<file path="config.mk">
export PLATFORM = sky130hd
export DESIGN_NAME = stream_transpose_perm
export DESIGN_NICKNAME = d
export VERILOG_FILES = /design/src/rtl/tsp_pkg.sv /design/src/rtl/tsp_bank_ram.sv /design/src/rtl/tsp_xor_switch.sv /design/src/rtl/tsp_addr_ctrl.sv /design/src/rtl/stream_transpose_perm.sv
export SDC_FILE = /design/constraint.sdc
export NUM_CORES = 1
export LEC_CHECK = 0
export CAP_MARGIN = 30
export CORE_MARGIN = 8
export CORE_UTILIZATION = 30
export DETAILED_ROUTE_END_ITERATION = 16
export PLACE_DENSITY = 0.55
export SLEW_MARGIN = 40
export SYNTH_ARGS = -nofsm -noshare
export SYNTH_HDL_FRONTEND = slang
export SYNTH_SLANG_ARGS = --single-unit
</file>
<file path="constraint.sdc">
create_clock -name clk -period 7.2 [get_ports clk]
set_input_delay 0.72 -clock clk [delete_from_list [all_inputs] [get_ports clk]]
set_output_delay 0.72 -clock clk [all_outputs]
set_load 0.02 [all_outputs]
</file>
<file path="src/rtl/tsp_pkg.sv">
package tsp_pkg;

  // Address map used for one vector; consecutive vectors alternate.
  typedef enum logic {
    MAP_LINEAR = 1'b0,  // write at beat index, read at bank^beat
    MAP_SKEWED = 1'b1   // write at bank^beat, read at beat index
  } addr_map_e;

  function automatic addr_map_e other_map(input addr_map_e m);
    return (m == MAP_LINEAR) ? MAP_SKEWED : MAP_LINEAR;
  endfunction

endpackage

</file>
<file path="src/rtl/tsp_bank_ram.sv">
module tsp_bank_ram #(
  parameter int DW = 16,
  parameter int AW = 2
) (
  input  logic          clk,
  input  logic          we,
  input  logic [AW-1:0] waddr,
  input  logic [DW-1:0] wdata,
  input  logic [AW-1:0] raddr,
  output logic [DW-1:0] rdata
);
  localparam int DEPTH = 1 << AW;

  logic [DW-1:0] mem [DEPTH];

  // One write port, one registered read port; a read to the address being
  // written in the same cycle returns the old word.
  always_ff @(posedge clk) begin
    if (we) begin
      mem[waddr] <= wdata;
    end
    rdata <= mem[raddr];
  end

endmodule

</file>
<file path="src/rtl/tsp_xor_switch.sv">
module tsp_xor_switch #(
  parameter int DW    = 16,
  parameter int LOG_W = 2
) (
  input  logic [(1<<LOG_W)*DW-1:0] din,
  input  logic [LOG_W-1:0]         sel,
  output logic [(1<<LOG_W)*DW-1:0] dout
);
  localparam int W = 1 << LOG_W;

  logic [DW-1:0] lane_in [W];

  for (genvar j = 0; j < W; j++) begin : g_unpack
    assign lane_in[j] = din[j*DW +: DW];
  end

  // Output lane j takes input lane j^sel: a permutation for any sel.
  for (genvar j = 0; j < W; j++) begin : g_lane
    assign dout[j*DW +: DW] = lane_in[sel ^ LOG_W'(j)];
  end

endmodule

</file>
<file path="src/rtl/tsp_addr_ctrl.sv">
module tsp_addr_ctrl import tsp_pkg::*; #(
  parameter int LOG_W = 2
) (
  input  logic                        clk,
  input  logic                        rst,
  input  logic                        in_valid,
  output logic [LOG_W-1:0]            wr_sel,
  output logic [(1<<LOG_W)*LOG_W-1:0] wr_addr,
  output logic                        rd_en,
  output logic [LOG_W-1:0]            rd_sel,
  output logic [(1<<LOG_W)*LOG_W-1:0] rd_addr
);
  localparam int W = 1 << LOG_W;
  localparam logic [LOG_W-1:0] LAST = LOG_W'(W - 1);

  logic [LOG_W-1:0] wr_cnt;
  logic [LOG_W-1:0] rd_cnt;
  logic             rd_active;
  addr_map_e        wr_map;
  addr_map_e        rd_map;
  logic             vec_done;

  assign vec_done = in_valid && (wr_cnt == LAST);

  always_ff @(posedge clk) begin
    if (rst) begin
      wr_cnt    <= '0;
      wr_map    <= MAP_LINEAR;
      rd_active <= 1'b0;
      rd_cnt    <= '0;
      rd_map    <= MAP_LINEAR;
    end else begin
      if (in_valid) begin
        wr_cnt <= wr_cnt + LOG_W'(1);
        if (wr_cnt == LAST) begin
          wr_map <= other_map(wr_map);
        end
      end
      if (vec_done) begin
        rd_active <= 1'b1;
        rd_cnt    <= '0;
        rd_map    <= wr_map;
      end else if (rd_active) begin
        rd_cnt <= rd_cnt + LOG_W'(1);
        if (rd_cnt == LAST) begin
          rd_active <= 1'b0;
        end
      end
    end
  end

  for (genvar k = 0; k < W; k++) begin : g_bank_addr
    assign wr_addr[k*LOG_W +: LOG_W] = (wr_map == MAP_LINEAR) ? wr_cnt
                                                               : (wr_cnt ^ LOG_W'(k));
    assign rd_addr[k*LOG_W +: LOG_W] = (rd_map == MAP_LINEAR) ? (rd_cnt ^ LOG_W'(k))
                                                               : rd_cnt;
  end

  assign wr_sel = wr_cnt;
  assign rd_sel = rd_cnt;
  assign rd_en  = rd_active;

  // A new vector may only complete once the previous read burst is on its last beat.
  AST_READ_DONE_BEFORE_REFILL: assert property (@(posedge clk) disable iff (rst)
    (vec_done && rd_active) |-> (rd_cnt == LAST))
    else $error("refill overtook read burst");

  AST_READ_STARTS_AFTER_FILL: assert property (@(posedge clk) disable iff (rst)
    vec_done |=> (rd_active && rd_cnt == '0))
    else $error("read burst did not start");

  AST_READ_BURST_STEPS: assert property (@(posedge clk) disable iff (rst)
    (rd_active && rd_cnt != LAST && !vec_done) |=> (rd_active && rd_cnt == LOG_W'($past(rd_cnt) + LOG_W'(1))))
    else $error("read burst broke early");

endmodule

</file>
<file path="src/rtl/stream_transpose_perm.sv">
module stream_transpose_perm #(
  parameter int DATA_W = 16,
  parameter int LOG_W  = 2
) (
  input  logic                           clk,
  input  logic                           rst,
  input  logic                           in_valid,
  input  logic [(1<<LOG_W)*DATA_W-1:0]   in_data,
  output logic                           out_valid,
  output logic [(1<<LOG_W)*DATA_W-1:0]   out_data
);
  localparam int W     = 1 << LOG_W;
  localparam int BUS_W = W * DATA_W;

  logic [LOG_W-1:0]   wr_sel;
  logic [LOG_W-1:0]   rd_sel;
  logic [W*LOG_W-1:0] wr_addr;
  logic [W*LOG_W-1:0] rd_addr;
  logic               rd_en;
  logic [BUS_W-1:0]   wr_bus;
  logic [BUS_W-1:0]   rd_bus;
  logic [BUS_W-1:0]   out_bus;
  logic               s1_valid;
  logic [LOG_W-1:0]   s1_sel;

  tsp_addr_ctrl #(.LOG_W(LOG_W)) u_ctrl (
    .clk      (clk),
    .rst      (rst),
    .in_valid (in_valid),
    .wr_sel   (wr_sel),
    .wr_addr  (wr_addr),
    .rd_en    (rd_en),
    .rd_sel   (rd_sel),
    .rd_addr  (rd_addr)
  );

  // Space: bank k receives input lane k^beat.
  tsp_xor_switch #(.DW(DATA_W), .LOG_W(LOG_W)) u_in_sw (
    .din  (in_data),
    .sel  (wr_sel),
    .dout (wr_bus)
  );

  // Time: one dual-port bank per lane.
  for (genvar k = 0; k < W; k++) begin : g_bank
    tsp_bank_ram #(.DW(DATA_W), .AW(LOG_W)) u_ram (
      .clk   (clk),
      .we    (in_valid),
      .waddr (wr_addr[k*LOG_W +: LOG_W]),
      .wdata (wr_bus[k*DATA_W +: DATA_W]),
      .raddr (rd_addr[k*LOG_W +: LOG_W]),
      .rdata (rd_bus[k*DATA_W +: DATA_W])
    );
  end

  always_ff @(posedge clk) begin
    if (rst) begin
      s1_valid <= 1'b0;
      s1_sel   <= '0;
    end else begin
      s1_valid <= rd_en;
      s1_sel   <= rd_sel;
    end
  end

  // Space again: output lane t takes bank t^beat.
  tsp_xor_switch #(.DW(DATA_W), .LOG_W(LOG_W)) u_out_sw (
    .din  (rd_bus),
    .sel  (s1_sel),
    .dout (out_bus)
  );

  always_ff @(posedge clk) begin
    if (rst) begin
      out_valid <= 1'b0;
      out_data  <= '0;
    end else begin
      out_valid <= s1_valid;
      if (s1_valid) begin
        out_data <= out_bus;
      end
    end
  end

  AST_OUT_AFTER_READ: assert property (@(posedge clk) disable iff (rst)
    rd_en |=> ##1 out_valid)
    else $error("read beat produced no output");

  AST_NO_SPURIOUS_OUT: assert property (@(posedge clk) disable iff (rst)
    out_valid |-> $past(rd_en, 2))
    else $error("output without read");

endmodule

</file>
=== Word-level counts from Yosys, hierarchy flattened ===
Memories as Yosys holds them, arrays and structs flattened. A register that Yosys moved wholly into a read port is not among the register bits.
Cells that the tools add are included.

* $add $sub $neg: 2
* $mul: 0
* Divide/modulo/power cells: 0
* Magnitude comparators: 8
* Equal/unequal tests: 2
* Shifts and indexed selects: 0
* Muxes and demuxes: 36
* Bitwise gates (word level): 17
* Reductions and logical operators: 3

{| class="wikitable"
|+ Operators by type and width
! kind !! number
|-
| binary-select mux 16 bit (select 2 bit) || 8
|-
| two-way mux 16 bit || 16
|-
| >= comparator 3 bit, second input constant || 8
|-
| NOT 2 -> 3 bit || 8
|-
| two-way mux 1 bit || 8
|-
| two-way mux 2 bit || 4
|-
| NOT 1 bit || 6
|-
| NOT 2 bit || 3
|-
| adder 2 x 1 -> 2 bit, second input constant || 2
|-
| equality test 2 bit, second input constant || 2
|-
| AND reduction 2 bit || 1
|-
| OR reduction 2 bit || 1
|-
| logical AND 1 bit || 1
|}

* Flip-flop bits (word level): 75
* Bits in latches: 0
* Memory bits (writable): 256
* Bits in read-only memories: 0
* Input bits: 67
* Output and inout bits: 65
* Word-level logic and storage cells: 81
* Memories: 4

{| class="wikitable"
|+ Memories
! name !! words !! bits a word !! rd ports !! clocked after memory_dff !! wr ports !! RTL line !! text
|-
| g_bank[0].u_ram.mem || 4 || 16 || 1 || 1 || 1 || tsp_bank_ram.sv:14 || <nowiki>logic [DW-1:0] mem [DEPTH];</nowiki>
|-
| g_bank[1].u_ram.mem || 4 || 16 || 1 || 1 || 1 || tsp_bank_ram.sv:14 ||
|-
| g_bank[2].u_ram.mem || 4 || 16 || 1 || 1 || 1 || tsp_bank_ram.sv:14 ||
|-
| g_bank[3].u_ram.mem || 4 || 16 || 1 || 1 || 1 || tsp_bank_ram.sv:14 ||
|}

=== Logic depth before layout (Yosys ltp) ===
* Depth in word-level cells: 5
* Mapped depth: 7
* Gate-level depth less buffers: 4

=== Cells and area by module ===
Synthesis repeated with hierarchy kept, for this count alone.

* Cell total of the unflattened synthesis: 829
* Area total of the unflattened synthesis: 16784.8 um^2

{| class="wikitable"
|+ By module, submodules not included
! module !! times used !! cells each !! area an instance (um^2) !! sequential area each (um^2)
|-
| tsp_bank_ram || 4 || 104 || 2697.6 || 2242.2
|-
| tsp_xor_switch || 2 || 78 || 1595.3 || 0.0
|-
| stream_transpose_perm || 1 || 215 || 2396.0 || 1361.3
|-
| tsp_addr_ctrl || 1 || 42 || 407.9 || 140.1
|}

=== Worst setup path after synthesis ===
Ideal clock, no wire load.

* Path type: input to register
* From: input in_valid
* To: memory g_bank[3].u_ram.mem[0][0], enable pin
* Setup time: 0.414 ns
* Data arrival time: 2.486 ns
* Required time: 6.786 ns
* Slack: 4.300 ns
* Stages: 3
* Buffers on the path: 2
* Cell sequence: clkbuf_1 -> clkbuf_1 -> a21boi_0

* Word-level cells in the longest chain between the ends: 2

{| class="wikitable"
|+ Ends and longest elaborated chain
! element !! RTL line !! text
|-
| start, declared || stream_transpose_perm.sv:7 || <nowiki>input logic in_valid,</nowiki>
|-
| two-way mux 1 bit || tsp_bank_ram.sv:19 || <nowiki>if (we) begin</nowiki>
|-
| two-way mux 1 bit (not written as such) || tsp_bank_ram.sv:20 || <nowiki>mem[waddr] <= wdata;</nowiki>
|-
| end, declared || tsp_bank_ram.sv:14 ||
|}

Every way passes these cells.

=== Worst setup path after layout ===
* From: register u_ctrl.wr_cnt[0] (netlist: u_ctrl.wr_sel[0])
* To: memory g_bank[2].u_ram.mem[1][1], enable pin

* Word-level cells in the longest chain between the ends: 1

{| class="wikitable"
|+ Ends and longest elaborated chain
! element !! RTL line !! text
|-
| start, declared || tsp_addr_ctrl.sv:16 || <nowiki>logic [LOG_W-1:0] wr_cnt;</nowiki>
|-
| start signal, assigned || tsp_addr_ctrl.sv:34 || <nowiki>wr_cnt <= wr_cnt + LOG_W'(1);</nowiki>
|-
| two-way mux 2 bit || tsp_addr_ctrl.sv:53 || <nowiki>assign wr_addr[k*LOG_W +: LOG_W] = (wr_map == MAP_LINEAR) ? wr_cnt</nowiki>
|-
| end, declared || tsp_bank_ram.sv:14 ||
|}

Every way passes these cells.

==> flow_summary.ini <==
[placed_design]
post-place-ws_ns = 4.35
dp_hpwl_um = 29200
portBuffers = 131
place_congestion = 0.734
place_area_um2 = 18800

[clocking]
clock_path_buffers = 3
cts_tree = built
clk_latency_ns = 0.54
cts_resized = 0
cts.clk_slew.worst_paths_ns = 0.06
cts_root_buf = clkbuf_16
cts_made_buffers = 43
cts_setup_buffers = 0
htreeDepth = 2
clock_sinks = 395
hold_buffers = 0

[floorplan]
fp.dieH_um = 252
io_pins = 132
die_w_um = 252
dieArea_um2 = 63400
fp.coreArea_um2 = 55100
start_util = 0.303
rows = 86

[setup_path]
cp-end-kind = register
worst_ep_required_time_ns = 7.42
cp.arrival_ns = 2.59
crit_type = register to register
critPathMaxStageDelay_ns = 0.57
worstSetupStartpointType = register
crit_chain = buf_6 > nand2_1 > nor2_1 > buf_4
crit_path_top_delay_cell = buf_6
cp_max_fo = 65

[timing]
setup_ws_ns = 4.83
maxSlewHeadroom = 0.510
finalMaxSlewViolations = 0
min_period_ns = 2.37
finalHoldViolCount = 0
rsz0062_at_grt = no
worst_pin_slew_ns = 0.731
timing.final.crit_share = 0.329
max_freq_mhz = 422
finalSetupTns_ns = 0
finalSetupViolations = 0
clock-skew-final_ns = 0.0188

[worst_hold_path]
min_path_type = register to register

[synth]
synth-seq-cells = 395
avgSynthCellArea_um2 = 19.7
ys.flop_type = edfxtp_1
synth_edf_count = 256
syn_area_um2 = 16700
syn_nets = 920
seq_area_frac_synth = 0.628
synthesis.instances = 848
synth-async-reset-ratio = 0
ys_warn_count = 0
yosysUniqueCellTypes = 30

[power_and_ir_drop]
internal_power_uw = 4190
p_seq_frac = 0.488
ir_worst_vdd_mv = 0.146
combinationalPowerShare = 0.070
power_leakage_uw = 0.00696
clkPwrFrac = 0.442
p_sw_frac = 0.208
powerDensity_nw_per_um2 = 260
p_sw_uw = 1100

[global_routing]
grt_pass1_vias = 8839
grt_usage = 0.126
grt_max_degree = 76
grt_antenna_before_repair = 2
grt_pass1_wl_um = 60400
grt_overflow_total = 0

[layout]
final_nets = 1050
ff_latch_area_um2 = 10500
final_area_um2 = 20300
fin_util = 0.369
multi_input_area_um2 = 5840
fillCellCount = 5101
layout-drive-gt1-share = 0.266
synthToLayoutAreaGrowth_pct = 21.8

[detailed_routing]
wl_um = 40100
wire_per_inst_um = 22.8
drtIter0Drc = 881
vias = 8761
post-route-drc-count = 0
ant_nets = 0
dr.pass1.iters = 7
drt-vias-per-instance = 4.98

[flow_run]
maxCapViolations = 0

[outcome]
status = completed
-- layer usage --
layer | track usage | part of all wire
met1 | 0.195 | 0.49
met2 | 0.181 | 0.43
met3 | 0.0274 | 0.067
met4 | 0.0236 | 0.011
met5 | 0 | 0.00032
-- logic make-up (layout without fill, tap and decap cells) --
family | Yosys count | after routing | synth area share
AND/OR/NAND/NOR | 99 | 99 | 0.0406
multiplexers | 194 | 194 | 0.267
flip-flops | 395 | 395 | 0.628
other | 0 | 1 | 0
AO/OA/AOI/OAI | 74 | 74 | 0.0330
XOR/XNOR | 7 | 7 | 0.00480
buffers and inverters | 74 | 237 | 0.0235
adder cells (fa/ha/maj) | 5 | 5 | 0.00375
-- worst max-delay path: cells and delay by family, from the launching register on --
family        cells  cell delay, ns
simple gates      2            0.64
flops             1            0.50
buf+inv           2            0.88
-- layout make-up --
class,count,area share
sequential,395,0.516
clock inverter,19,0.0149
timing repair buffer,156,0.0750
inverter,3,0.000554
multi-input combinational,379,0.287
tap,748,0.0460
clock buffer,59,0.0604
antenna,1,0.000123
-- final timing paths --
check / slack (ns) / from / cells past startpoint / end
max: 4.83 / u_ctrl.wr_sel[0]$_SDFFE_PP0P_ / 4 / g_bank[2].u_ram.mem[1][1]$_DFFE_PP_
min: 0.53 / g_bank[1].u_ram.mem[1][12]$_DFFE_PP_ / 1 / g_bank[1].u_ram.rdata[12]$_DFF_P_
max reg2reg: 4.83 / u_ctrl.wr_sel[0]$_SDFFE_PP0P_ / 4 / g_bank[2].u_ram.mem[1][1]$_DFFE_PP_
min reg2reg: 0.53 / g_bank[1].u_ram.mem[1][12]$_DFFE_PP_ / 1 / g_bank[1].u_ram.rdata[12]$_DFF_P_
-- power groups by stage --
stage	logic (µW)	clock network, µW	registers (µW)
after floorplan	214	0	2610
after CTS	376	2390	2580
after global routing	397	2490	2590
after detailed placement	375	0	2630
final	370	2330	2580
after global placement	368	0	2620
-- cell usage in the layout (no fill, tap or decap), types with 4 or more instances in the layout --
| master | n |
|---|---|
| edfxtp_1 | 256 |
| mux4_2 | 164 |
| dfxtp_1 | 133 |
| clkdlybuf4s50_1 | 130 |
| nor3b_1 | 64 |
| a21o_1 | 64 |
| clkbuf_16 | 45 |
| mux4_1 | 28 |
| buf_4 | 18 |
| nor2_1 | 9 |
| clkbuf_1 | 9 |
| bufinv_16 | 8 |
| clkinv_1 | 6 |
| buf_6 | 6 |
| ha_1 | 5 |
| clkbuf_8 | 5 |
| nand2b_1 | 4 |
| nand3b_1 | 4 |
| a21boi_1 | 4 |
| a21oi_1 | 4 |
| clkinvlp_4 | 4 |
-- Yosys cell counts (all sizes together) (4+ instances only) --
library cell | count | area share
clkbuf | 25 | 0.0056
xnor2 | 4 | 0.0021
a21o | 64 | 0.029
nor2 | 9 | 0.0020
mux4 | 192 | 0.27
nand3b | 4 | 0.0018
nand2b | 4 | 0.0015
nor3b | 64 | 0.029
nor2b | 4 | 0.0015
a21oi | 4 | 0.0012
dfxtp | 139 | 0.17
buf | 46 | 0.017
a21boi | 4 | 0.0018
edfxtp | 256 | 0.46
ha | 5 | 0.0038
-- flip-flops by register name, summed over array words and instances (netlist names) --
register            flops
s1_sel                  2
u_ctrl.rd_sel           2
u_ctrl.wr_sel           2
g_bank.u_ram.rdata     64
u_ctrl.rd_en            1
out_valid               1
u_ctrl.wr_map           1
out_data               64
s1_valid                1
u_ctrl.rd_map           1
g_bank.u_ram.mem      256
-- metrics by stage --
stage	total power, µW	std cells	hold WS, ns
after floorplan	2820	848	0.495
after global placement	2990	1679	0.517
after detailed placement	3000	1681	0.525
after CTS	5350	1759	0.536
after global routing	5470	1759	0.556
final	5280	1760	0.533
(Power assumes the default switching activity.)
